**src/rtl/gp_pkg.sv**
```systemverilog
package gp_pkg;
    typedef enum logic [1:0] {FS_IDLE, FS_PULSE, FS_HOLD} fault_state_t;
    typedef enum logic {LT_CLEAR, LT_TRIPPED} latch_state_t;
    typedef enum logic {GA_DISARMED, GA_ARMED} arm_state_t;
endpackage

```
**src/rtl/gp_trip_latch.sv**
```systemverilog
module gp_trip_latch
    import gp_pkg::*;
(
    input  logic clk,
    input  logic rst_n,
    input  logic trip,
    input  logic ok,
    output logic tripped
);
    latch_state_t state_q, state_d;

    always_ff @(posedge clk or negedge rst_n) begin
        if (!rst_n) state_q <= LT_CLEAR;
        else        state_q <= state_d;
    end

    always_comb begin
        state_d = state_q;
        unique case (state_q)
            LT_CLEAR:   if (trip) state_d = LT_TRIPPED;
            LT_TRIPPED: if (ok && !trip) state_d = LT_CLEAR;
            default:    state_d = LT_CLEAR;
        endcase
    end

    always_comb tripped = trip || (state_q == LT_TRIPPED);

    // R3 (same latch serves R4 and R5): reset flag alone never clears while tripping
    p_trip_sets_r3: assert property (@(posedge clk) disable iff (!rst_n)
        trip |=> tripped || (ok && !trip));
    p_ok_needed_r3: assert property (@(posedge clk) disable iff (!rst_n)
        $past(tripped) && !$past(ok) |-> tripped);
endmodule

```
**src/rtl/gp_fault_fsm.sv**
```systemverilog
module gp_fault_fsm
    import gp_pkg::*;
#(
    parameter int FO_MIN_CYCLES = 4000
) (
    input  logic clk,
    input  logic rst_n,
    input  logic trip_any,
    input  logic hold_req,
    output logic fault_n
);
    localparam int CW = (FO_MIN_CYCLES < 2) ? 1 : $clog2(FO_MIN_CYCLES);
    localparam logic [CW-1:0] LOAD = CW'(FO_MIN_CYCLES - 1);
    localparam int RW = CW + 1;
    localparam logic [RW-1:0] RMAX = {RW{1'b1}};

    fault_state_t state_q, state_d;
    logic [CW-1:0] cnt_q, cnt_d;

    always_ff @(posedge clk or negedge rst_n) begin
        if (!rst_n) begin
            state_q <= FS_IDLE;
            cnt_q   <= '0;
        end else begin
            state_q <= state_d;
            cnt_q   <= cnt_d;
        end
    end

    always_comb begin
        state_d = state_q;
        cnt_d   = cnt_q;
        unique case (state_q)
            FS_IDLE: if (trip_any) begin
                state_d = FS_PULSE;
                cnt_d   = LOAD;
            end
            FS_PULSE: begin
                if (trip_any)            cnt_d = LOAD;
                else if (cnt_q == '0)    state_d = hold_req ? FS_HOLD : FS_IDLE;
                else                     cnt_d = cnt_q - 1'b1;
            end
            FS_HOLD: begin
                if (trip_any) begin
                    state_d = FS_PULSE;
                    cnt_d   = LOAD;
                end else if (!hold_req) begin
                    state_d = FS_IDLE;
                end
            end
            default: state_d = FS_IDLE;
        endcase
    end

    always_comb fault_n = (state_q == FS_IDLE);

    // checker support: length of the current low period, saturating
    logic [RW-1:0] lowrun_q;
    always_ff @(posedge clk or negedge rst_n) begin
        if (!rst_n)                  lowrun_q <= '0;
        else if (state_q == FS_IDLE) lowrun_q <= '0;
        else if (lowrun_q != RMAX)   lowrun_q <= lowrun_q + 1'b1;
    end

    p_fault_min_width_r2: assert property (@(posedge clk) disable iff (!rst_n)
        $rose(fault_n) |-> (int'(lowrun_q) >= FO_MIN_CYCLES));
    p_restart_r9: assert property (@(posedge clk) disable iff (!rst_n)
        (!fault_n && trip_any) |=> (state_q == FS_PULSE) && (cnt_q == LOAD));
endmodule

```
**src/rtl/gp_gate_arm.sv**
```systemverilog
module gp_gate_arm
    import gp_pkg::*;
(
    input  logic clk,
    input  logic rst_n,
    input  logic cmd,
    input  logic blk,
    input  logic veto,
    output logic gate
);
    arm_state_t st_q, st_d;
    logic cmd_q;

    always_ff @(posedge clk or negedge rst_n) begin
        if (!rst_n) begin
            st_q  <= GA_DISARMED;
            cmd_q <= 1'b1;
        end else begin
            st_q  <= st_d;
            cmd_q <= cmd;
        end
    end

    always_comb begin
        st_d = st_q;
        unique case (st_q)
            GA_DISARMED: if (!blk && cmd && !cmd_q) st_d = GA_ARMED;
            GA_ARMED:    if (blk) st_d = GA_DISARMED;
            default:     st_d = GA_DISARMED;
        endcase
    end

    always_comb gate = (st_q == GA_ARMED) && cmd && !blk && !veto;

    p_rearm_needs_edge_r6: assert property (@(posedge clk) disable iff (!rst_n)
        ($past(blk) && !blk && cmd && $past(cmd)) |-> !gate);
endmodule

```
**src/rtl/inv_gate_guard.sv**
```systemverilog
module inv_gate_guard #(
    parameter int NPH           = 3,
    parameter int FO_MIN_CYCLES = 4000
) (
    input  logic           clk,
    input  logic           rst_n,
    input  logic [NPH-1:0] cmd_hi,
    input  logic [NPH-1:0] cmd_lo,
    input  logic           sc_flag,
    input  logic           lsuv_trip,
    input  logic           lsuv_ok,
    input  logic           ot_trip,
    input  logic           ot_ok,
    input  logic [NPH-1:0] hsuv_trip,
    input  logic [NPH-1:0] hsuv_ok,
    output logic [NPH-1:0] gate_hi,
    output logic [NPH-1:0] gate_lo,
    output logic           fault_n
);
    logic lsuv_hold, ot_hold, blk_lo, trip_any;
    logic [NPH-1:0] hsuv_hold, shoot;

    gp_trip_latch u_lsuv (.clk(clk), .rst_n(rst_n), .trip(lsuv_trip), .ok(lsuv_ok), .tripped(lsuv_hold));
    gp_trip_latch u_ot   (.clk(clk), .rst_n(rst_n), .trip(ot_trip),   .ok(ot_ok),   .tripped(ot_hold));

    always_comb trip_any = sc_flag || lsuv_trip || ot_trip;

    gp_fault_fsm #(.FO_MIN_CYCLES(FO_MIN_CYCLES)) u_fsm (
        .clk(clk), .rst_n(rst_n), .trip_any(trip_any),
        .hold_req(lsuv_hold || ot_hold), .fault_n(fault_n));

    always_comb blk_lo = sc_flag || lsuv_hold || ot_hold || !fault_n;

    for (genvar i = 0; i < NPH; i++) begin : g_ph
        assign shoot[i] = cmd_hi[i] && cmd_lo[i];

        gp_trip_latch u_hsuv (.clk(clk), .rst_n(rst_n), .trip(hsuv_trip[i]),
                              .ok(hsuv_ok[i]), .tripped(hsuv_hold[i]));
        gp_gate_arm u_hi (.clk(clk), .rst_n(rst_n), .cmd(cmd_hi[i]), .blk(hsuv_hold[i]),
                          .veto(shoot[i]), .gate(gate_hi[i]));
        gp_gate_arm u_lo (.clk(clk), .rst_n(rst_n), .cmd(cmd_lo[i]), .blk(blk_lo),
                          .veto(shoot[i]), .gate(gate_lo[i]));

        p_hs_uv_own_r5: assert property (@(posedge clk) disable iff (!rst_n)
            hsuv_trip[i] |-> !gate_hi[i]);
        p_shoot_off_r8: assert property (@(posedge clk) disable iff (!rst_n)
            (cmd_hi[i] && cmd_lo[i]) |-> !gate_hi[i] && !gate_lo[i]);
    end

    p_sc_lo_off_r1: assert property (@(posedge clk) disable iff (!rst_n)
        sc_flag |-> gate_lo == '0);
    p_uv_fault_r3: assert property (@(posedge clk) disable iff (!rst_n)
        lsuv_trip |=> !fault_n);
    p_ot_fault_r4: assert property (@(posedge clk) disable iff (!rst_n)
        ot_trip |=> !fault_n);
endmodule

```
**config.mk**
```make
export PLATFORM = sky130hd
export DESIGN_NAME = inv_gate_guard
export DESIGN_NICKNAME = d
export VERILOG_FILES = /design/src/rtl/gp_pkg.sv /design/src/rtl/gp_trip_latch.sv /design/src/rtl/gp_fault_fsm.sv /design/src/rtl/gp_gate_arm.sv /design/src/rtl/inv_gate_guard.sv
export SDC_FILE = /design/constraint.sdc
export NUM_CORES = 1
export LEC_CHECK = 0
export BUFFER_PORTS_ARGS = -buffer_cell sky130_fd_sc_hd__buf_2
export CAP_MARGIN = 15
export CORE_MARGIN = 2
export CORE_UTILIZATION = 50
export DETAILED_ROUTE_END_ITERATION = 10
export GPL_TIMING_DRIVEN = 0
export HOLD_SLACK_MARGIN = 0.08
export PLACE_DENSITY = 0.72
export SLEW_MARGIN = 20
export SYNTH_ARGS = -nofsm -noshare
export SYNTH_HDL_FRONTEND = slang
export SYNTH_SLANG_ARGS = --single-unit
export TNS_END_PERCENT = 20
```
**constraint.sdc**
```tcl
create_clock -name clk -period 3.35 [get_ports clk]
set_input_delay 0.1675 -clock clk [delete_from_list [all_inputs] [get_ports clk]]
set_output_delay 0.1675 -clock clk [all_outputs]
set_load 0.01 [all_outputs]
```
==> flow_summary.ini, run 1 <==
[detailed_routing]
antenna_left = 0
avgRoutedWirePerCell_um = 13.2
drc = 0
drt_wl_total_mm = 3.10
first_pass_iters = 4
drt-initial-drc-count = 39
dr_total_vias = 1256
vias_per_cell = 5.34

[cts]
insertion_delay_ps = 330
cts_resized = 0
postCtsSetupBuffers = 0
clk_pin_slew_ps = 90
cts_root_buffer = clkbuf_4
clockBufferDepth = 2
htreeDepth = 2
cts_tree = yes
cts.sinks = 31
numCtsBuffers = 5

[grt]
grt_pass1_wl_mm = 5.25
first_global_vias = 1261
grt_usage = 0.203
grtUsageMet3 = 0.0677
grt_start_max_net_pins = 32
grtUsageMet2 = 0.322
use_met1 = 0.244
grt.overflow.total = 0
grt_antenna_before_repair = 0
top_usage_layer = met2

[worst_setup_path]
crit_arrival_ps = 2360
required_ps = 3180
endpoint_kind = output port
r2r_cells = 7
crit_fanout = 7
crit_type = in2out
cp-start-kind = input pin

[yosys]
synth_warnings = 0
synth-edff-count = 0
ys_async_sr_fraction = 1.00
synth_area_sq_um = 1520
syn_nets = 178
synth_cells = 157
ys_seq_elements = 31
ys_seq_area_frac = 0.514
syn_avg_cell_area_sq_um = 9.71
ys_dominant_reg_cell = dfrtp_1
synthDistinctLibCells = 30

[timing]
final-hold-violation-count = 0
skew_ps = 5.62
worst_slew_pin_slew_ps = 680
slew_headroom = 0.547
setup-violations-final = 0
setup_tns_ps = 0
timing.final.ws_setup_ps = 825
rsz0062_at_grt = no
period_minus_slack_ps = 2520
final_max_slew_viol_count = 0
post-route-period-util = 0.754
max_freq_ghz = 0.396

[final_layout]
n_antenna_cell = 0
final_nets = 222
drive_above_1_share = 0.238
area_growth_pct = 23.3
final_cells = 235

[run_status]
status = finished clean

[place]
pre_cts_slack_ps = 1190
port_buffers = 25
placed_cells = 215
dp_hpwl_mm = 2.14
gp_congestion = 0.813

[worst_hold_path]
min_path_cells = 3
worstHoldPathType = in2reg

[run]
cap_viol_max_count = 0

[floorplan]
fp.dieW_um = 59.2
die_area_sq_um = 3510
ios = 26
row_count = 20
start_util = 0.512
die_y_um = 59.2
core_area_sq_um = 2980

[power_and_ir_drop]
p_total_uw = 687
power.density_nw_per_um2 = 366
ir_drop_uv = 232
p_leak_uw = 0.000844
worst max-delay path, stage by stage:
cell           delay [ps]
dlygate4sd3_1         530
buf_2                 130
or3_1                 360
clkbuf_1              190
nor2_1                260
nand2_1               220
nor3_1                240
buf_4                 140
buf_2                 110
final cells by class:
cell class / count / area, sq um
multi-input cells: 101 / 623
repair buffers: 37 / 245
inverters: 14 / 52.6
fillers: 269 / 1100
clock buffers: 8 / 68.8
plain buffers: 11 / 65.1
flip-flops and latches: 31 / 783
well taps: 33 / 41.3
registers in the layout, summed over array words and instances (netlist names):
| signal | flops |
|---|---|
| u_fsm.cnt_q | 12 |
| g_ph.u_hi.cmd_q | 3 |
| g_ph.u_hi.st_q | 3 |
| g_ph.u_hsuv.state_q | 3 |
| g_ph.u_lo.cmd_q | 3 |
| g_ph.u_lo.st_q | 3 |
| u_fsm.state_q | 2 |
| u_lsuv.state_q | 1 |
| u_ot.state_q | 1 |
layer usage:
metal / up-vias / share of wire / wire [um]
met2: 28 / 0.48 / 1500
met1: 589 / 0.46 / 1410
met5: - / 0 / 0
met4: 0 / 0.020 / 62
li1: 630 / - / -
met3: 9 / 0.040 / 124
cell usage in the layout, fill, tap and decap left out:
master	count
ha_1	2
nor3b_1	1
mux2_2	1
nor2_1	10
a21oi_1	13
inv_1	14
nand3_1	5
or4b_1	2
dfstp_2	6
nand2b_1	1
or3_1	4
a2111oi_0	3
nand2_1	15
o41ai_4	1
nor4_1	3
a21o_1	6
dfrtp_1	25
buf_2	26
nor3_1	11
buf_4	6
o21ai_0	5
nor4_2	1
o211a_1	1
a211oi_1	5
nor2b_1	1
a31oi_1	2
clkbuf_8	2
clkbuf_1	5
xnor2_1	6
dlygate4sd3_1	12
and2_1	1
clkbuf_4	5
a22o_1	1
repair_timing:
action                     in CTS  in global routing
setup endpoints to repair       0                  0
hold endpoints to repair       39                  0
hold buffers                   12                  0
Yosys cell counts (all sizes together), types with 2 or more instances:
master | count | area [sq um]
dfrtp | 25 | 626
nand2 | 15 | 56.3
inv | 14 | 52.6
a21oi | 13 | 65.1
nor3 | 11 | 55.1
nor2 | 10 | 37.5
buf | 7 | 50.0
a21o | 6 | 45.0
dfstp | 6 | 158
xnor2 | 6 | 52.6
a211oi | 5 | 37.5
nand3 | 5 | 25.0
o21ai | 5 | 25.0
clkbuf | 4 | 15.0
nor4 | 4 | 31.3
or3 | 4 | 25.0
a2111oi | 3 | 26.3
a31oi | 2 | 12.5
ha | 2 | 25.0
or4b | 2 | 20.0
report_power, final:
part | switching [uW] | internal [uW] | total (uW)
sequential | 5.27 | 386 | 391
combinational | 25.6 | 25.1 | 50.7
clock | 122 | 123 | 245
path summary, 6_finish.rpt:
path                                                  start                          endpoint  slack (ps)
max in group asynchronous                             rst_n        u_fsm.cnt_q[2]$_DFFE_PN0P_        2510
min                                              hsuv_ok[1]  g_ph[1].u_hsuv.state_q$_DFF_PN0_         100
max reg2reg                      u_fsm.cnt_q[0]$_DFFE_PN0P_       u_fsm.cnt_q[11]$_DFFE_PN0P_        1110
max                                                 ot_trip                        gate_lo[0]         830
min reg2reg                g_ph[1].u_hsuv.state_q$_DFF_PN0_       g_ph[1].u_hi.st_q$_DFF_PN0_         460
min in group asynchronous                             rst_n       g_ph[1].u_lo.st_q$_DFF_PN0_         400
stage by stage:
step            util  hold WS, ps  instance area (sq um)
2_1_floorplan      -         -128                   1520
3_3_place_gp   0.568          225                   1690
3_5_place_dp   0.568          239                   1690
4_1_cts        0.631         98.0                   1880
5_1_grt        0.631         97.1                   1880
6_report       0.631         98.3                   1880
cell families (layout without fill, tap and decap cells):
group | Yosys count | in the layout | synth area share
buffers and inverters | 25 | 70 | 0.0772
muxes | 1 | 1 | 0.00739
DFF | 31 | 31 | 0.514
xor gates and xnor gates | 6 | 6 | 0.0345
adders and majority gates | 2 | 2 | 0.0164
AOI/OAI and AO/OA | 37 | 37 | 0.169
and+or+nand+nor | 55 | 55 | 0.181
No activity file was read; power rests on OpenSTA's default activity.
==> run 2: changes to the inputs <==
- ABC_AREA: default -> 1
- clock period: 3.35 -> 2.55 ns (I/O delays scaled with it)
==> run 2 against run 1 <==
Core utilization increased by 4.9 points. Via count grew 11%. Synthesized cell count rose by 27%. Design area is 12% higher. Final cell count increased by 26%. Wire length is 0.36% higher. Worst hold slack worse by 5.6 ps. Die area is 7.6% higher. Critical path type is now reg2out.
==> flow_summary.ini, run 2 <==
[run_status]
status = finished clean

[timing]
skew_ps = 8.83
final-hold-violation-count = 0
worst_slew_pin_slew_ps = 657
rsz0062_at_grt = no
max_freq_ghz = 0.513
slew_headroom = 0.562
period_minus_slack_ps = 1950
setup_tns_ps = 0
post-route-period-util = 0.765
timing.final.ws_setup_ps = 600
setup-violations-final = 0
final_max_slew_viol_count = 0

[yosys]
synth-edff-count = 0
ys_seq_area_frac = 0.475
ys_seq_elements = 31
netlist_top_cells_count = nand2_1, dfrtp_1, inv_1, nor2_1, nand3_1
synth_warnings = 0
synth_top_area_share = 0.380
post-synth-top-count-cell = nand2_1
synthDistinctLibCells = 24
syn_avg_cell_area_sq_um = 8.24
ys_dominant_reg_cell = dfrtp_1
synth_cells = 200
synth.top_cells.by_area = dfrtp_1, dfstp_2, nand2_1
synth_top_area_cell = dfrtp_1
syn_nets = 221
synth_area_sq_um = 1650
ys_async_sr_fraction = 1.00

[final_layout]
final_cells = 295
top_register = u_fsm.cnt_q
drive_above_1_share = 0.275
final_common_cell = nand2_1
n_antenna_cell = 0
area_growth_pct = 28.0
final_nets = 271
final_cell_mix = nand2_1, nor2_1, inv_1, dfrtp_1, buf_2
largest_register_ffs = 12
fin_util = 0.680

[place]
pre_cts_slack_ps = 908
dp_hpwl_mm = 2.20
gp_congestion = 0.861
placed_cells = 269
port_buffers = 25

[power_and_ir_drop]
p_leak_uw = 0.00103
ir_drop_uv = 326
power.density_nw_per_um2 = 693

[detailed_routing]
antenna_left = 0
drt_wl_total_mm = 3.11
first_pass_iters = 4
drc = 0
drt-initial-drc-count = 27
avgRoutedWirePerCell_um = 10.5
met2RoutedLength_mm = 1.47
wl_met3_um = 105
dr_total_vias = 1394
routed.top_layer = met4
wl_met1_mm = 1.49
vias_per_cell = 4.73

[floorplan]
ios = 26
start_util = 0.531
row_count = 20
core_area_sq_um = 3100
die_area_sq_um = 3770
fp.dieW_um = 61.4
die_y_um = 61.4

[worst_setup_path]
crit_fanout = 6
r2r_start = u_fsm.cnt_q[0]$_DFFE_PN0P_
startpoint = u_fsm.state_q[0]$_DFFE_PN0P_
ff2ff_setup_slack_ps = 900
r2r_cells = 12
crit_arrival_ps = 1820
endpoint_kind = output port
crit_end = gate_lo[1]
required_ps = 2420
crit_type = reg2out
cp-start-kind = register
worstReg2RegEnd = u_fsm.cnt_q[3]$_DFFE_PN0P_

[run]
cap_viol_max_count = 0

[cts]
cts_resized = 0
postCtsHoldBufs = 18
numCtsBuffers = 5
cts.sinks = 31
postCtsSetupBuffers = 0
htreeDepth = 2
clk_pin_slew_ps = 100
clockBufferDepth = 2
cts_root_buffer = clkbuf_4
insertion_delay_ps = 330
cts_tree = yes

[grt]
grt_pass1_wl_mm = 5.51
grt_start_max_net_pins = 32
first_global_vias = 1300
grt_antenna_before_repair = 0
grt.overflow.total = 0
grt_usage = 0.202

[worst_hold_path]
worstHoldPathType = in2reg
## run 2: cell types whose count changed after synthesis, moves of 7 or more
cell	previous run	this run
nor3_1	11	2
nand3_1	5	19
nor2_1	10	25
nand4_1	0	12
o21ai_2	0	7
a21oi_1	13	4
nand2_1	15	36
inv_1	14	25
## run 2: cells by family (layout without fill, tap and decap cells)
family | after synthesis | in the layout | share of synthesized area
flip-flops | 31 | 31 | 0.475
buffers and inverters | 38 | 89 | 0.106
AO/OA/AOI/OAI | 22 | 22 | 0.0858
adder cells (fa/ha/maj) | 2 | 2 | 0.0152
AND/OR/NAND/NOR | 107 | 107 | 0.318
## run 2: worst min-delay path by stage
stage / depth (start not counted) / slack (ps) / end / start
2_1_floorplan: 0 / -170 / g_ph[0].u_hi.st_q$_DFF_PN0_ / rst_n
3_3_place_gp: 1 / 200 / g_ph[2].u_hsuv.state_q$_DFF_PN0_ / rst_n
3_5_place_dp: 1 / 200 / g_ph[2].u_hi.st_q$_DFF_PN0_ / rst_n
4_1_cts: 4 / 90 / g_ph[0].u_hi.st_q$_DFF_PN0_ / hsuv_trip[0]
5_1_grt: 4 / 100 / g_ph[1].u_hi.st_q$_DFF_PN0_ / hsuv_trip[1]
6_report: 4 / 90 / g_ph[1].u_hi.st_q$_DFF_PN0_ / hsuv_trip[1]
## run 2: area by class of cell
cell class	count	area [sq um]
Fill cell	280	993
Buffer	7	56.3
Sequential cell	31	783
Clock buffer	6	41.3
Inverter	31	118
Timing Repair Buffer	43	305
Clock inverter	2	60.1
Tap cell	44	55.1
Multi-Input combinational cell	131	691
## run 2: report_power, final
| part | leakage [uW] | switching [uW] | total, uW | internal [uW] |
|---|---|---|---|---|
| registers | 0.000344 | 52.9 | 604 | 551 |
| clock network | 0.0000525 | 171 | 477 | 306 |
| logic | 0.000637 | 242 | 381 | 139 |
| total | 0.00103 | 466 | 1460 | 996 |
## run 2: metrics by stage
step | hold WS, ps | total power (uW) | instance area [sq um]
floorplan | -168 | 877 | 1650
global placement | 200 | 968 | 1830
detailed placement | 202 | 972 | 1830
CTS | 90.4 | 1480 | 2110
global route | 101 | 1560 | 2110
finish | 92.7 | 1460 | 2110
## run 2: worst max-delay path: stages (launching register included)
cell,delay [ps]
dfrtp_1,440
nor2_1,160
nand4_1,280
nor4_1,320
buf_4,170
buf_2,120
## run 2: routing by layer
metal  GRT usage  vias to the layer above
li1            -                      742
met1       0.266                      627
met2       0.324                       20
met3      0.0441                        5
met4      0.0821                        0
met5           0                        -
